===== src/rtl/geo_console_pkg.sv =====
package geo_console_pkg;

   // Event vector positions for the conditioned console inputs
   typedef enum int unsigned {
      EV_CIRCLE  = 0,
      EV_LINE    = 1,
      EV_RST_ALL = 2,
      EV_RST_P1  = 3,
      EV_RST_P2  = 4,
      EV_RST_RAD = 5,
      EV_EXEC    = 6,
      EV_PEN     = 7
   } ev_idx_e;

   localparam int unsigned NUM_EV = 8;

   typedef struct packed {
      logic circle;
      logic p1;
      logic p2;
      logic rad;
      logic wgate;
   } gcc_state_t;

endpackage


===== src/rtl/gcc_in_cond.sv =====
module gcc_in_cond #(
   parameter int unsigned WIDTH  = 8,
   parameter int unsigned STAGES = 2
) (
   input  logic             clk_i,
   input  logic             rst_ni,
   input  logic [WIDTH-1:0] raw_i,
   output logic [WIDTH-1:0] rise_o,
   output logic [WIDTH-1:0] fall_o
);

   localparam int unsigned MSB = STAGES - 1;

   if (STAGES < 2) begin : g_bad_stages
      $error("gcc_in_cond: STAGES must be at least 2");
   end
   if (WIDTH < 1) begin : g_bad_width
      $error("gcc_in_cond: WIDTH must be at least 1");
   end

   for (genvar i = 0; i < WIDTH; i++) begin : g_bit
      logic [STAGES-1:0] sh_q;
      logic              prev_q;

      always_ff @(posedge clk_i or negedge rst_ni) begin
         if (!rst_ni) begin
            sh_q   <= '0;
            prev_q <= 1'b0;
         end else begin
            sh_q   <= {sh_q[MSB-1:0], raw_i[i]};
            prev_q <= sh_q[MSB];
         end
      end

      assign rise_o[i] =  sh_q[MSB] & ~prev_q;
      assign fall_o[i] = ~sh_q[MSB] &  prev_q;
   end

endmodule


===== src/rtl/gcc_flags.sv =====
module gcc_flags
   import geo_console_pkg::*;
(
   input  logic              clk_i,
   input  logic              rst_ni,
   input  logic [NUM_EV-1:0] rise_i,
   input  logic [NUM_EV-1:0] fall_i,
   input  logic              hco_i,
   input  logic              vco_i,
   output gcc_state_t        st_o
);

   gcc_state_t st_q;
   logic       clr_p1, clr_p2, clr_rad;
   logic       set_p1, set_p2, set_rad;

   // Clears take priority over sets
   assign clr_p1  = rise_i[EV_RST_ALL] | rise_i[EV_RST_P1];
   assign clr_p2  = rise_i[EV_RST_ALL] | rise_i[EV_RST_P2];
   assign clr_rad = rise_i[EV_RST_ALL] | rise_i[EV_RST_RAD];
   assign set_p1  = rise_i[EV_PEN];
   assign set_p2  = rise_i[EV_PEN] & st_q.p1;
   assign set_rad = st_q.circle & st_q.p2 & hco_i & vco_i;

   always_ff @(posedge clk_i or negedge rst_ni) begin
      if (!rst_ni) begin
         st_q <= '0;
      end else begin
         if (rise_i[EV_LINE])        st_q.circle <= 1'b0;
         else if (rise_i[EV_CIRCLE]) st_q.circle <= 1'b1;

         if (clr_p1)      st_q.p1 <= 1'b0;
         else if (set_p1) st_q.p1 <= 1'b1;

         if (clr_p2)      st_q.p2 <= 1'b0;
         else if (set_p2) st_q.p2 <= 1'b1;

         if (clr_rad)      st_q.rad <= 1'b0;
         else if (set_rad) st_q.rad <= 1'b1;

         if (fall_i[EV_EXEC])      st_q.wgate <= 1'b0;
         else if (rise_i[EV_EXEC]) st_q.wgate <= 1'b1;
      end
   end

   assign st_o = st_q;

endmodule


===== src/rtl/gcc_indic.sv =====
module gcc_indic
   import geo_console_pkg::*;
(
   input  gcc_state_t st_i,
   output logic       exec_ready_o,
   output logic       clear_ind_o,
   output logic       p1_run_o,
   output logic       p2_run_o,
   output logic       rad_run_o
);

   logic line_ok, circ_ok;

   always_comb begin
      line_ok      = st_i.p1 & st_i.p2  & ~st_i.circle;
      circ_ok      = st_i.p1 & st_i.rad &  st_i.circle;
      exec_ready_o = line_ok | circ_ok;
      clear_ind_o  = ~(st_i.p1 | st_i.p2 | st_i.rad);
      p1_run_o     = ~st_i.p1;
      p2_run_o     =  st_i.p1 & ~st_i.p2;
      rad_run_o    =  st_i.circle & st_i.p2 & ~st_i.rad;
   end

endmodule


===== src/rtl/geo_console_ctrl.sv =====
module geo_console_ctrl
   import geo_console_pkg::*;
#(
   parameter int unsigned SYNC_STAGES = 2,
   parameter bit          COIN_REG    = 1'b0
) (
   input  logic clk_i,
   input  logic rst_ni,
   input  logic btn_circle_i,
   input  logic btn_line_i,
   input  logic btn_rst_all_i,
   input  logic btn_rst_p1_i,
   input  logic btn_rst_p2_i,
   input  logic btn_rst_rad_i,
   input  logic btn_exec_i,
   input  logic pen_i,
   input  logic hcoin_i,
   input  logic vcoin_i,
   output logic circle_mode_o,
   output logic pt1_o,
   output logic pt2_o,
   output logic rad_o,
   output logic exec_ready_o,
   output logic wgate_o,
   output logic clear_ind_o,
   output logic p1_run_o,
   output logic p2_run_o,
   output logic rad_run_o
);

   logic [NUM_EV-1:0] raw;
   logic [NUM_EV-1:0] ev_rise;
   logic [NUM_EV-1:0] ev_fall;
   logic              hco_s, vco_s;
   gcc_state_t        st;

   always_comb begin
      raw             = '0;
      raw[EV_CIRCLE]  = btn_circle_i;
      raw[EV_LINE]    = btn_line_i;
      raw[EV_RST_ALL] = btn_rst_all_i;
      raw[EV_RST_P1]  = btn_rst_p1_i;
      raw[EV_RST_P2]  = btn_rst_p2_i;
      raw[EV_RST_RAD] = btn_rst_rad_i;
      raw[EV_EXEC]    = btn_exec_i;
      raw[EV_PEN]     = pen_i;
   end

   gcc_in_cond #(
      .WIDTH  (NUM_EV),
      .STAGES (SYNC_STAGES)
   ) u_cond (
      .clk_i  (clk_i),
      .rst_ni (rst_ni),
      .raw_i  (raw),
      .rise_o (ev_rise),
      .fall_o (ev_fall)
   );

   if (COIN_REG) begin : g_coin_reg
      logic hq, vq;
      always_ff @(posedge clk_i or negedge rst_ni) begin
         if (!rst_ni) begin
            hq <= 1'b0;
            vq <= 1'b0;
         end else begin
            hq <= hcoin_i;
            vq <= vcoin_i;
         end
      end
      assign hco_s = hq;
      assign vco_s = vq;
   end else begin : g_coin_direct
      assign hco_s = hcoin_i;
      assign vco_s = vcoin_i;
   end

   gcc_flags u_flags (
      .clk_i  (clk_i),
      .rst_ni (rst_ni),
      .rise_i (ev_rise),
      .fall_i (ev_fall),
      .hco_i  (hco_s),
      .vco_i  (vco_s),
      .st_o   (st)
   );

   gcc_indic u_indic (
      .st_i         (st),
      .exec_ready_o (exec_ready_o),
      .clear_ind_o  (clear_ind_o),
      .p1_run_o     (p1_run_o),
      .p2_run_o     (p2_run_o),
      .rad_run_o    (rad_run_o)
   );

   assign circle_mode_o = st.circle;
   assign pt1_o         = st.p1;
   assign pt2_o         = st.p2;
   assign rad_o         = st.rad;
   assign wgate_o       = st.wgate;

endmodule


===== config.mk =====
export PLATFORM = sky130hd
export DESIGN_NAME = geo_console_ctrl
export DESIGN_NICKNAME = d
export VERILOG_FILES = /design/src/rtl/geo_console_pkg.sv /design/src/rtl/gcc_in_cond.sv /design/src/rtl/gcc_flags.sv /design/src/rtl/gcc_indic.sv /design/src/rtl/geo_console_ctrl.sv
export SDC_FILE = /design/constraint.sdc
export NUM_CORES = 1
export LEC_CHECK = 0
export BUFFER_PORTS_ARGS = -buffer_cell sky130_fd_sc_hd__buf_2
export CORE_MARGIN = 3
export CORE_UTILIZATION = 35
export DETAILED_ROUTE_END_ITERATION = 8
export GPL_TIMING_DRIVEN = 0
export MAX_ROUTING_LAYER = met4
export PLACE_DENSITY_LB_ADDON = 0.12
export SYNTH_ARGS = -nofsm -noshare
export SYNTH_HDL_FRONTEND = slang
export SYNTH_SLANG_ARGS = --single-unit

===== constraint.sdc =====
create_clock -name clk_i -period 1.11 [get_ports clk_i]
set_input_delay 0.222 -clock clk_i [delete_from_list [all_inputs] [get_ports clk_i]]
set_output_delay 0.222 -clock clk_i [all_outputs]
set_load 0.1 [all_outputs]

==> results.md, run 1 <==
- Status: complete, but fails checks
- Violated checks: setup timing
- Layout Nets: roughly 110
- Layout Area Growth over Synthesis: 67.4%
- Synthesized Nets: 67
- Seq cells post-synth: 29
- Final setup TNS: -2.99 ns
- Die Width: around 57 µm
- Starting DRT DRC Count: 14
- CTS root buffer: clkbuf_4
- Worst EP arrival: approximately 1.4 ns
- Place WS: -0.316 ns
- CP endpoint kind: output port
- Final ANT Viol Nets: 0
- Synth unique cells: 14
- Worst-skew pair later-pin latency: between 0.3 and 0.4 ns
- Die height: 56.8 µm
- Pwr dens: 1690 nW/µm²
- Row count: 17
- Vias per cell: approximately 4.2
- Endpoints failing setup: 10
- Mapped Cells: 54
- Final-report hold violation count: 0
- First drt pass iteration count: 2
- Drt drc: 0
- Post-layout util: 0.651
- Overall Power: around 2.6 mW
- Vias in the first global route: ~560
- Max VDD drop: approximately 1.1 mV
- Crit path kind: register to output port
- Post-synth top area cell: dfrtp_1
- Wire length on met1: 553 µm
- Crit path launch type: register
- Worst slew margin: 0.599
- Number of I/O pins: 22
- H-tree depth: 2
- Top layer in use: met4
- Final Slew Violations: 0
- Period utilization: 1.42
- CTS tree: yes
- Post-synthesis instance area: 902 µm²
- Hpwl dp: just over 800 µm
- Fmax: ~0.63 GHz
- GP Congestion: roughly 0.74
- Antenna cells: 0
- Global-route wire length before repair: roughly 2500 µm
- Final setup margin: -0.465 ns
- Post-synthesis sequential area ratio: 0.804
- Routed WL: about 1400 µm
- Initial core utilization: 0.389
- Static leakage: 0.685 nW
- Yosys top cell area share: 0.804
- Req. time, crit path: around 0.89 ns
- Met3 WL: 110 µm
- Number of buffers created by CTS: 5
- Area contributors post-synth: dfrtp_1, a221oi_2, inv_1
- Number of max-cap violations: 0
- Syn Area/Cell: ~17 µm²
- Fill cells: between 150 and 200
- Grt total ovfl: 0
- Critical-path maximum fanout: 4
- Clock sink count: 29
- Buffers on Ports: 21
- Gr usage total: 0.114
- Vias post-DR: about 540
- Fraction of layout cells with a size suffix above 1: 0.520
- DR WL met2: 756 µm
- HP Class: input pin to register
- Worst Hold Margin: approximately 0.27 ns
- Initial antenna violation count: 0
- Worst-path clk slew: around 0.08 ns
- Slew at the pin with the worst max-slew slack: ~0.60 ns
- Die footprint: roughly 3200 µm²
- Clk_skew: between 0.002 and 0.0025 ns
- Tmin final: approximately 1.6 ns
- CTS Buffer Depth: 2
- RSZ-0062 raised after global routing: yes
- Largest net degree at the start of global routing: 30
- Core Box Area: ~2300 µm²
- YS warnings: 0
- Wire length per cell: around 11 µm
[layer usage]
layer,GRT usage,up-vias
met3,0.0713,4
met2,0.173,22
met4,0.0695,0
met1,0.108,245
li1,-,266
met5,-,-
[final cells by class]
type	instances	area, µm²	area share
Sequential cell	29	739	0.490
Timing Repair Buffer	38	417	0.276
Multi-Input combinational cell	18	204	0.135
Clock buffer	7	55.1	0.0365
Tap cell	28	35.0	0.0232
Clock inverter	1	30.0	0.0199
Inverter	7	30.0	0.0199
[registers in the layout, indices dropped and copies added (netlist names)]
| name | count |
|---|---|
| u_cond.g_bit.sh_q | 16 |
| u_flags.st_o | 5 |
| u_cond.g_bit.prev_q | 8 |
[path summary, 6_finish.rpt]
check	endpoint	startpoint	slack, ns	depth (start not counted)
min in group asynchronous	u_cond.g_bit[3].sh_q[0]$_DFF_PN0_	rst_ni	0.45	2
max in group asynchronous	u_flags.st_o[3]$_DFFE_PN0P_	rst_ni	0.21	2
max	exec_ready_o	u_flags.st_o[4]$_DFFE_PN0P_	-0.47	3
min reg2reg	u_cond.g_bit[3].sh_q[1]$_DFF_PN0_	u_cond.g_bit[3].sh_q[0]$_DFF_PN0_	0.35	0
max reg2reg	u_flags.st_o[3]$_DFFE_PN0P_	u_flags.st_o[3]$_DFFE_PN0P_	0.02	3
min	u_flags.st_o[1]$_DFFE_PN0P_	hcoin_i	0.27	3
[report_power, final]
group	switching (mW)	internal [mW]	total (mW)
clock network	0.320	0.538	0.858
logic	0.308	0.216	0.525
registers	0.0504	1.12	1.17
[timing repair]
item                                    CTS  global route
hold buffers                              9             0
endpoints found under the hold margin    37             0
endpoints found under the setup margin   10            11
pin swaps                                 3             1
gates cloned                              0             0
setup buffers                             6             2
resized for setup                        41             1
[cell usage in the layout (no fill, tap or decap)]
cell and n:
nand2_4 1, dfrtp_4 3, clkbuf_8 1, dfrtp_2 2
mux2i_4 1, dfrtp_1 24, a41oi_2 1, mux2i_1 1
bufinv_16 1, nand2b_1 1, buf_4 6, clkbuf_1 1
buf_8 1, nand3b_1 1, nor2b_1 3, a221oi_2 2
nor3_2 1, dlygate4sd3_1 9, ha_1 1, nor3_4 1
clkinvlp_4 1, nor2_4 3, buf_12 10, inv_1 6
buf_2 11, buf_6 1, a2bb2oi_1 1, clkbuf_4 5
[stage by stage]
| step | instance area [µm²] | cells |
|---|---|---|
| 2_1_floorplan | 961 | 54 |
| 3_3_place_gp | 1100 | 103 |
| 3_5_place_dp | 1100 | 103 |
| 4_1_cts | 1490 | 126 |
| 5_1_grt | 1510 | 128 |
| 6_report | 1510 | 128 |
[kinds of logic (layout without fill, tap and decap cells)]
group	Yosys count	count (layout)	synth area share
AOI/OAI and AO/OA	4	4	0.0610
adders and majority gates	1	1	0.0139
buffers and inverters	7	53	0.0291
DFF	29	29	0.804
muxes	2	2	0.0222
and+or+nand+nor	11	11	0.0693
[worst max-delay path, cell delays in order (launching register included)]
cell,delay [ns]
dfrtp_4,0.53
mux2i_4,0.21
nor2_4,0.12
buf_12,0.18
[Yosys cell counts]
| cell | count |
|---|---|
| nand2b_1 | 1 |
| ha_1 | 1 |
| nor3_1 | 1 |
| dfrtp_1 | 29 |
| nor2b_1 | 3 |
| nand3b_1 | 1 |
| nor2_1 | 3 |
| a221oi_2 | 2 |
| a41oi_2 | 1 |
| nor3_2 | 1 |
| mux2i_1 | 2 |
| inv_1 | 7 |
| a2bb2oi_1 | 1 |
| nand2_1 | 1 |
No activity file was read; power rests on OpenSTA's default activity.
==> run 2, diff against run 1 <==
ABC_AREA = 1   (was not set)
BUFFER_PORTS_ARGS = -buffer_cell sky130_fd_sc_hd__clkbuf_2   (was -buffer_cell sky130_fd_sc_hd__buf_2)
CTS_BUF_LIST = sky130_fd_sc_hd__clkbuf_8   (was not set)
==> results.md, run 2 <==
- Layout Area Growth over Synthesis: 55.0%
- Clk_skew: 0.00255 ns (+0.000461 ns)
- Worst slew margin: 0.554 (-0.0451)
- Buffers on Ports: 21 (unchanged)
- Worst EP arrival: 1.23 ns (-0.12 ns)
- Number of I/O pins: 22 (unchanged)
- EDFF count, synth: 0 (unchanged)
- Crit path launch type: register
- Post-synth top area cell: dfrtp_1
- Area contributors post-synth: dfrtp_1, inv_1, nand2_1
- Crit-path slowest cell: dfrtp_4
- CTS tree: yes
- Initial core utilization: 0.384 (-0.00511)
- Routed WL: 1270 µm (-12%)
- Main synth FF type: dfrtp_1
- Final Slew Violations: 0 (unchanged)
- Vias post-DR: 535 (-0.37%)
- Vias per cell: 4.35 (+3.7%)
- Top-count cell post-synth: dfrtp_1
- CTS Buffer Depth: 2 (unchanged)
- Post-synthesis instance area: 882 µm² (-2.2%)
- CP max stage delay: 0.53 ns (about the same)
- Final ANT Viol Nets: 0 (unchanged)
- Number of cells after detailed placement: 113 (+9.7%)
- Final setup margin: -0.339 ns (+0.126 ns)
- Req. time, crit path: 0.89 ns (about the same)
- Largest net degree at the start of global routing: 30 (unchanged)
- Tmin final: 1.45 ns (-0.126 ns)
- Drt drc: 0 (unchanged)
- Yosys top cell area share: 0.823 (+0.0183)
- CTS root buffer: clkbuf_8
- Post-Synth XOR/XNOR Area: 0 (unchanged)
- Mapped Cells: 64 (+19%)
- Violated checks: hold timing, setup timing
- Place WS: -0.269 ns (+0.0470 ns)
- Die Width: 56.2 µm (-1.0%)
- Synth unique cells: 10 (-4)
- Grt total ovfl: 0 (unchanged)
- Period utilization: 1.31 (-0.114)
- Status: complete, but fails checks
- Worst Hold Margin: -0.0128 ns (-0.279 ns)
- Syn Area/Cell: 13.8 µm² (-17%)
- Core Box Area: 2300 µm² (-0.92%)
- Top cells by count, synth: dfrtp_1, inv_1, nand2_1, nor2_1
- Final setup TNS: -1.98 ns (+1.01 ns)
- RSZ-0062 raised after global routing: yes
- HP Class: input pin to asynchronous set/reset pin
- Largest Register: u_cond.g_bit.sh_q
- Die footprint: 3160 µm² (-2.0%)
- Initial antenna violation count: 0 (unchanged)
- Gr usage total: 0.0978 (-0.0161)
- Fraction of layout cells with a size suffix above 1: 0.432 (-0.0884)
- Most common cell after layout, fill and taps aside: dfrtp_1
- Synth Area in Compound Gates: 0.0454 (-0.0156)
- Endpoints failing setup: 9 (-1)
- Fmax: 0.690 GHz (+8.7%)
- Synthesized Nets: 77 (+15%)
- GP Congestion: 0.734 (-0.53%)
- Final-report hold violation count: 29 (+29)
- Clock sink count: 29 (unchanged)
- Crit path kind: register to output port
- Number of buffers created by CTS: 5 (unchanged)
- Main combinational cell family by area after synthesis: simple AND/OR/NAND/NOR gates
- First drt pass iteration count: 3 (+1)
- Wire length per cell: 10.3 µm (-8.3%)
- Antenna cells: 0 (unchanged)
- Critical-path maximum fanout: 6 (+2)
- Slew at the pin with the worst max-slew slack: 0.669 ns (+0.0676 ns)
- Most frequent cells in the layout: dfrtp_1, inv_1, clkbuf_2
- YS warnings: 0 (unchanged)
- Mux cell area share after synthesis: 0 (-0.0222)
- Layout Nets: 107 (-4.5%)
- Seq cells post-synth: 29 (unchanged)
- Vias in the first global route: 522 (-6.6%)
- Worst-skew pair later-pin latency: 0.26 ns (-0.05 ns)
- Row count: 17 (unchanged)
- Non-filler cells, final: 123 (-3.9%)
- Hpwl dp: 774 µm (-5.1%)
- Post-synth ARST share: 1.00 (unchanged)
- Post-synthesis sequential area ratio: 0.823 (+0.0183)
- Max VDD drop: 1.14 mV (+0.31%)
- Overall Power: 2.38 mW (-6.9%)
- Fill cells: 186 (+9.4%)
- Post-Synth Simple-Gate Area: 0.0752 (+0.00583)
- CP endpoint kind: output port
- Die height: 56.2 µm (-1.0%)
- Adder-Cell Fraction of Synth Area: 0.0142 (+0.000315)
- Worst-path clk slew: 0.05 ns (-0.03 ns)
- Starting DRT DRC Count: 2 (-12)
- Crit-path cells: nor3_4, clkbuf_16
- H-tree depth: 2 (unchanged)
- Global-route wire length before repair: 2240 µm (-11%)
- Pwr dens: 1740 nW/µm² (+2.8%)
- Static leakage: 0.664 nW (-3.0%)
- Max FFs per register: 16 (unchanged)
- Number of max-cap violations: 0 (unchanged)
[run 2: cell types whose count changed in the layout (fill, tap and decap cells not counted), moves of 5 or more]
| cell | delta |
|---|---|
| buf_2 | -11 |
| buf_12 | -10 |
| clkbuf_16 | +8 |
| nand2_1 | +5 |
| buf_4 | -5 |
| clkbuf_8 | +5 |
| clkbuf_4 | -5 |
| inv_1 | +6 |
| dlygate4sd3_1 | -9 |
| clkbuf_2 | +11 |
[run 2: report_power, final]
part           internal (mW)  switching (mW)
registers               1.13          0.0522
logic                  0.172           0.296
clock network          0.415           0.316
[run 2: per-stage QoR]
stage	cell area, µm²	utilization
5_1_grt	1370	0.595
2_1_floorplan	942	-
6_report	1370	0.595
4_1_cts	1340	0.584
3_3_place_gp	1080	0.471
3_5_place_dp	1080	0.471
[run 2: layout make-up]
class | count | area [µm²] | share of cell area
Inverter | 10 | 41.3 | 0.0302
Multi-Input combinational cell | 25 | 169 | 0.124
Sequential cell | 29 | 739 | 0.541
Clock buffer | 5 | 68.8 | 0.0503
Clock inverter | 3 | 11.3 | 0.00823
Tap cell | 28 | 35.0 | 0.0256
Timing Repair Buffer | 23 | 303 | 0.221
[run 2: path summary, 6_finish.rpt]
check                                             startpoint                                end  slack (ns)  cells past startpoint
setup / recovery                 u_flags.st_o[3]$_DFFE_PN0P_                        clear_ind_o       -0.34                      2
hold / removal                                        rst_ni  u_cond.g_bit[5].sh_q[0]$_DFF_PN0_       -0.01                      1
setup reg to reg                 u_flags.st_o[3]$_DFFE_PN0P_        u_flags.st_o[3]$_DFFE_PN0P_        0.12                      3
hold reg to reg            u_cond.g_bit[7].sh_q[0]$_DFF_PN0_  u_cond.g_bit[7].sh_q[1]$_DFF_PN0_        0.35                      0
max in group asynchronous                             rst_ni        u_flags.st_o[4]$_DFFE_PN0P_        0.63                      1
min in group clk_i                                btn_exec_i  u_cond.g_bit[6].sh_q[0]$_DFF_PN0_        0.06                      1
[run 2: what timing repair did]
| item | CTS | global route |
|---|---|---|
| pin swaps | 2 | 2 |
| setup endpoints to repair | 10 | 10 |
| setup buffers | 1 | 1 |
| resized for setup | 27 | 6 |
| hold buffers | 0 | 0 |
[run 2: cell families (layout without fill, tap and decap cells)]
logic type | count (synthesis) | count (layout)
buffers and inverters | 10 | 41
AOI/OAI and AO/OA | 8 | 8
and+or+nand+nor | 16 | 16
adders and majority gates | 1 | 1
DFF | 29 | 29
[run 2: layer usage]
metal  global-route usage  up-vias  routed length, µm  part of all wire
met5                    -        -                  0                 0
met4               0.0610        0                 23             0.018
met3               0.0487        4                100             0.079
met2                0.140       24                635              0.50
met1                0.108      250                510              0.40
li1                     -      257                  -                 -
[run 2: worst max-delay path: cells and delay by family (launching register included)]
kind / cells / cell delay [ns]
simple gates: 1 / 0.20
buf+inv: 1 / 0.23
flops: 1 / 0.53
==> run 3, diff against run 2 <==
ABC_AREA = 0   (was 1)
==> results.md, run 3 (same netlist as run 1, synthesis figures left out) <==
- Worst-skew pair later-pin latency: 0.27 ns (about the same)
- Combinational share of power: 0.215 (+0.018)
- Final setup margin: -0.398 ns (-0.0587 ns)
- P_sw: 691 µW (+3.9%)
- Worst r2r path cells: 4 (+1)
- Initial antenna violation count: 0 (unchanged)
- RSZ-0062 raised after global routing: yes
- Layout Nets: 104 (-2.8%)
- Static leakage: 0.687 nW (+3.4%)
- Grt total ovfl: 0 (unchanged)
- Largest Register: u_cond.g_bit.sh_q
- Post-layout util: 0.634 (+0.0383)
- Vias per cell: 4.36 (+0.20%)
- Fill cells: 165 (-11%)
- Clk_skew: 0.00431 ns (+0.00176 ns)
- Worst slew margin: 0.551 (-0.00367)
- Vias post-DR: 523 (-2.2%)
- CTS Buffer Depth: 2 (unchanged)
- CTS root buffer: clkbuf_8
- CTS tree: yes
- Period utilization: 1.36 (+0.0529)
- Endpoints failing setup: 11 (+2)
- Register area: 739 µm² (unchanged)
- Drt drc: 0 (unchanged)
- Number of buffers created by CTS: 5 (unchanged)
- Crit. path cell count: 3 (+1)
- H-tree depth: 2 (unchanged)
- Largest net degree at the start of global routing: 30 (unchanged)
- CP max stage delay: 0.50 ns (-0.03 ns)
- Starting DRT DRC Count: 5 (+3)
- Crit-path slowest cell: dfrtp_4
- Die footprint: 3220 µm² (+2.0%)
- Crit path buf inv count: 1 (unchanged)
- Critical Path Sink: exec_ready_o
- DP Area: 1100 µm² (+1.7%)
- Gr usage total: 0.111 (+0.0133)
- Reg-to-Reg Start: u_flags.st_o[3]$_DFFE_PN0P_
- Most frequent cells in the layout: dfrtp_1, clkbuf_2, clkbuf_16
- Number of max-cap violations: 0 (unchanged)
- Die height: 56.8 µm (+1.0%)
- Die Width: 56.8 µm (+1.0%)
- Routed WL: 1450 µm (+14%)
- Worst Setup SP: u_flags.st_o[4]$_DFFE_PN0P_
- Power share of the clock group: 0.307 (about the same)
- Multi-input logic area: 204 µm² (+21%)
- Core Box Area: 2320 µm² (+0.93%)
- Row count: 17 (unchanged)
- Pint: 1.76 mW (+2.5%)
- Hold Buf Count CTS: 0 (unchanged)
- Critical-path maximum fanout: 2 (-4)
- Place WS: -0.345 ns (-0.0756 ns)
- Overall Power: 2.45 mW (+2.9%)
- Final-report hold violation count: 29 (unchanged)
- Final ANT Viol Nets: 0 (unchanged)
- Vias in the first global route: 552 (+5.7%)
- HP Class: input pin to asynchronous set/reset pin
- Final Slew Violations: 0 (unchanged)
- Crit-path cells: mux2i_4, nor2_4, clkbuf_16
- Global-route wire length before repair: 2440 µm (+8.9%)
- CP endpoint kind: output port
- Crit path launch type: register
- Wire length per cell: 12.1 µm (+17%)
- Max FFs per register: 16 (unchanged)
- Worst EP arrival: 1.29 ns (+0.06 ns)
- Worst Hold Margin: -0.0229 ns (-0.0101 ns)
- Fmax: 0.663 GHz (-3.9%)
- Hpwl dp: 833 µm (+7.5%)
- Post-route cell area: 1470 µm² (+7.4%)
- Worst-path clk slew: 0.06 ns (about the same)
- Status: complete, but fails checks
- Antenna cells: 0 (unchanged)
- Sequential share of power: 0.478 (-0.018)
- CP delay by family, top: flip-flops
- Tmin final: 1.51 ns (+0.0587 ns)
- Clock sink count: 29 (unchanged)
- Slew at the pin with the worst max-slew slack: 0.674 ns (+0.00550 ns)
- Most common cell after layout, fill and taps aside: dfrtp_1
- Initial core utilization: 0.389 (+0.00511)
- Pwr dens: 1670 nW/µm² (-4.2%)
- First drt pass iteration count: 2 (-1)
- Sw Share: 0.282 (+0.00276)
- Number of I/O pins: 22 (unchanged)
- R2R Setup Slk: -0.10 ns (-0.22 ns)
- Max VDD drop: 1.30 mV (+14%)
- Crit path kind: register to output port
- Violated checks: hold timing, setup timing
- Layout Area Growth over Synthesis: 62.8%
- Fraction of layout cells with a size suffix above 1: 0.554 (+0.123)
- Buffers on Ports: 21 (unchanged)
- Reg-to-Reg End: u_flags.st_o[3]$_DFFE_PN0P_
- GP Congestion: 0.742 (+1.0%)
- Req. time, crit path: 0.89 ns (about the same)
run 3: repair_timing:
| item | CTS | global route |
|---|---|---|
| gates resized for setup | 32 | 2 |
| pin swaps | 2 | 2 |
| setup endpoints to repair | 10 | 11 |
| buffers inserted | 4 | 5 |
run 3: final cells by class:
cell class | instances | area share
flip-flops and latches | 29 | 0.503
repair buffers | 30 | 0.259
clock buffers | 5 | 0.0468
multi-input cells | 18 | 0.139
well taps | 28 | 0.0239
inverters | 7 | 0.0204
clock inverters | 3 | 0.00767
run 3: worst min path at each step:
stage          cells past startpoint                           endpoint
2_1_floorplan                      0   u_cond.g_bit[0].prev_q$_DFF_PN0_
3_3_place_gp                       1  u_cond.g_bit[7].sh_q[0]$_DFF_PN0_
3_5_place_dp                       1  u_cond.g_bit[4].sh_q[0]$_DFF_PN0_
4_1_cts                            1   u_cond.g_bit[7].prev_q$_DFF_PN0_
5_1_grt                            1   u_cond.g_bit[7].prev_q$_DFF_PN0_
6_report                           1   u_cond.g_bit[7].prev_q$_DFF_PN0_
run 3: routing by layer:
metal | GRT usage | share of wire | wire length (µm) | vias to the layer above
met5 | - | 0 | 0 | -
met3 | 0.0759 | 0.094 | 136 | 6
met1 | 0.111 | 0.40 | 582 | 251
met2 | 0.162 | 0.48 | 695 | 21
li1 | - | - | - | 245
met4 | 0.0596 | 0.023 | 34 | 0
run 3: power by group through the flow:
stage,Sequential (mW),Combinational [mW],Clock (mW)
5_1_grt,1.17,0.549,0.850
2_1_floorplan,1.29,0.168,0
3_5_place_dp,1.19,0.354,0
6_report,1.17,0.527,0.751
3_3_place_gp,1.18,0.351,0
4_1_cts,1.17,0.500,0.789
run 3: stage by stage:
stage | TNS [ns] | cells
3_3_place_gp | -1.44 | 103
3_5_place_dp | -1.49 | 103
4_1_cts | -2.50 | 115
6_report | -2.92 | 120
5_1_grt | -3.45 | 120
2_1_floorplan | -3.87 | 54
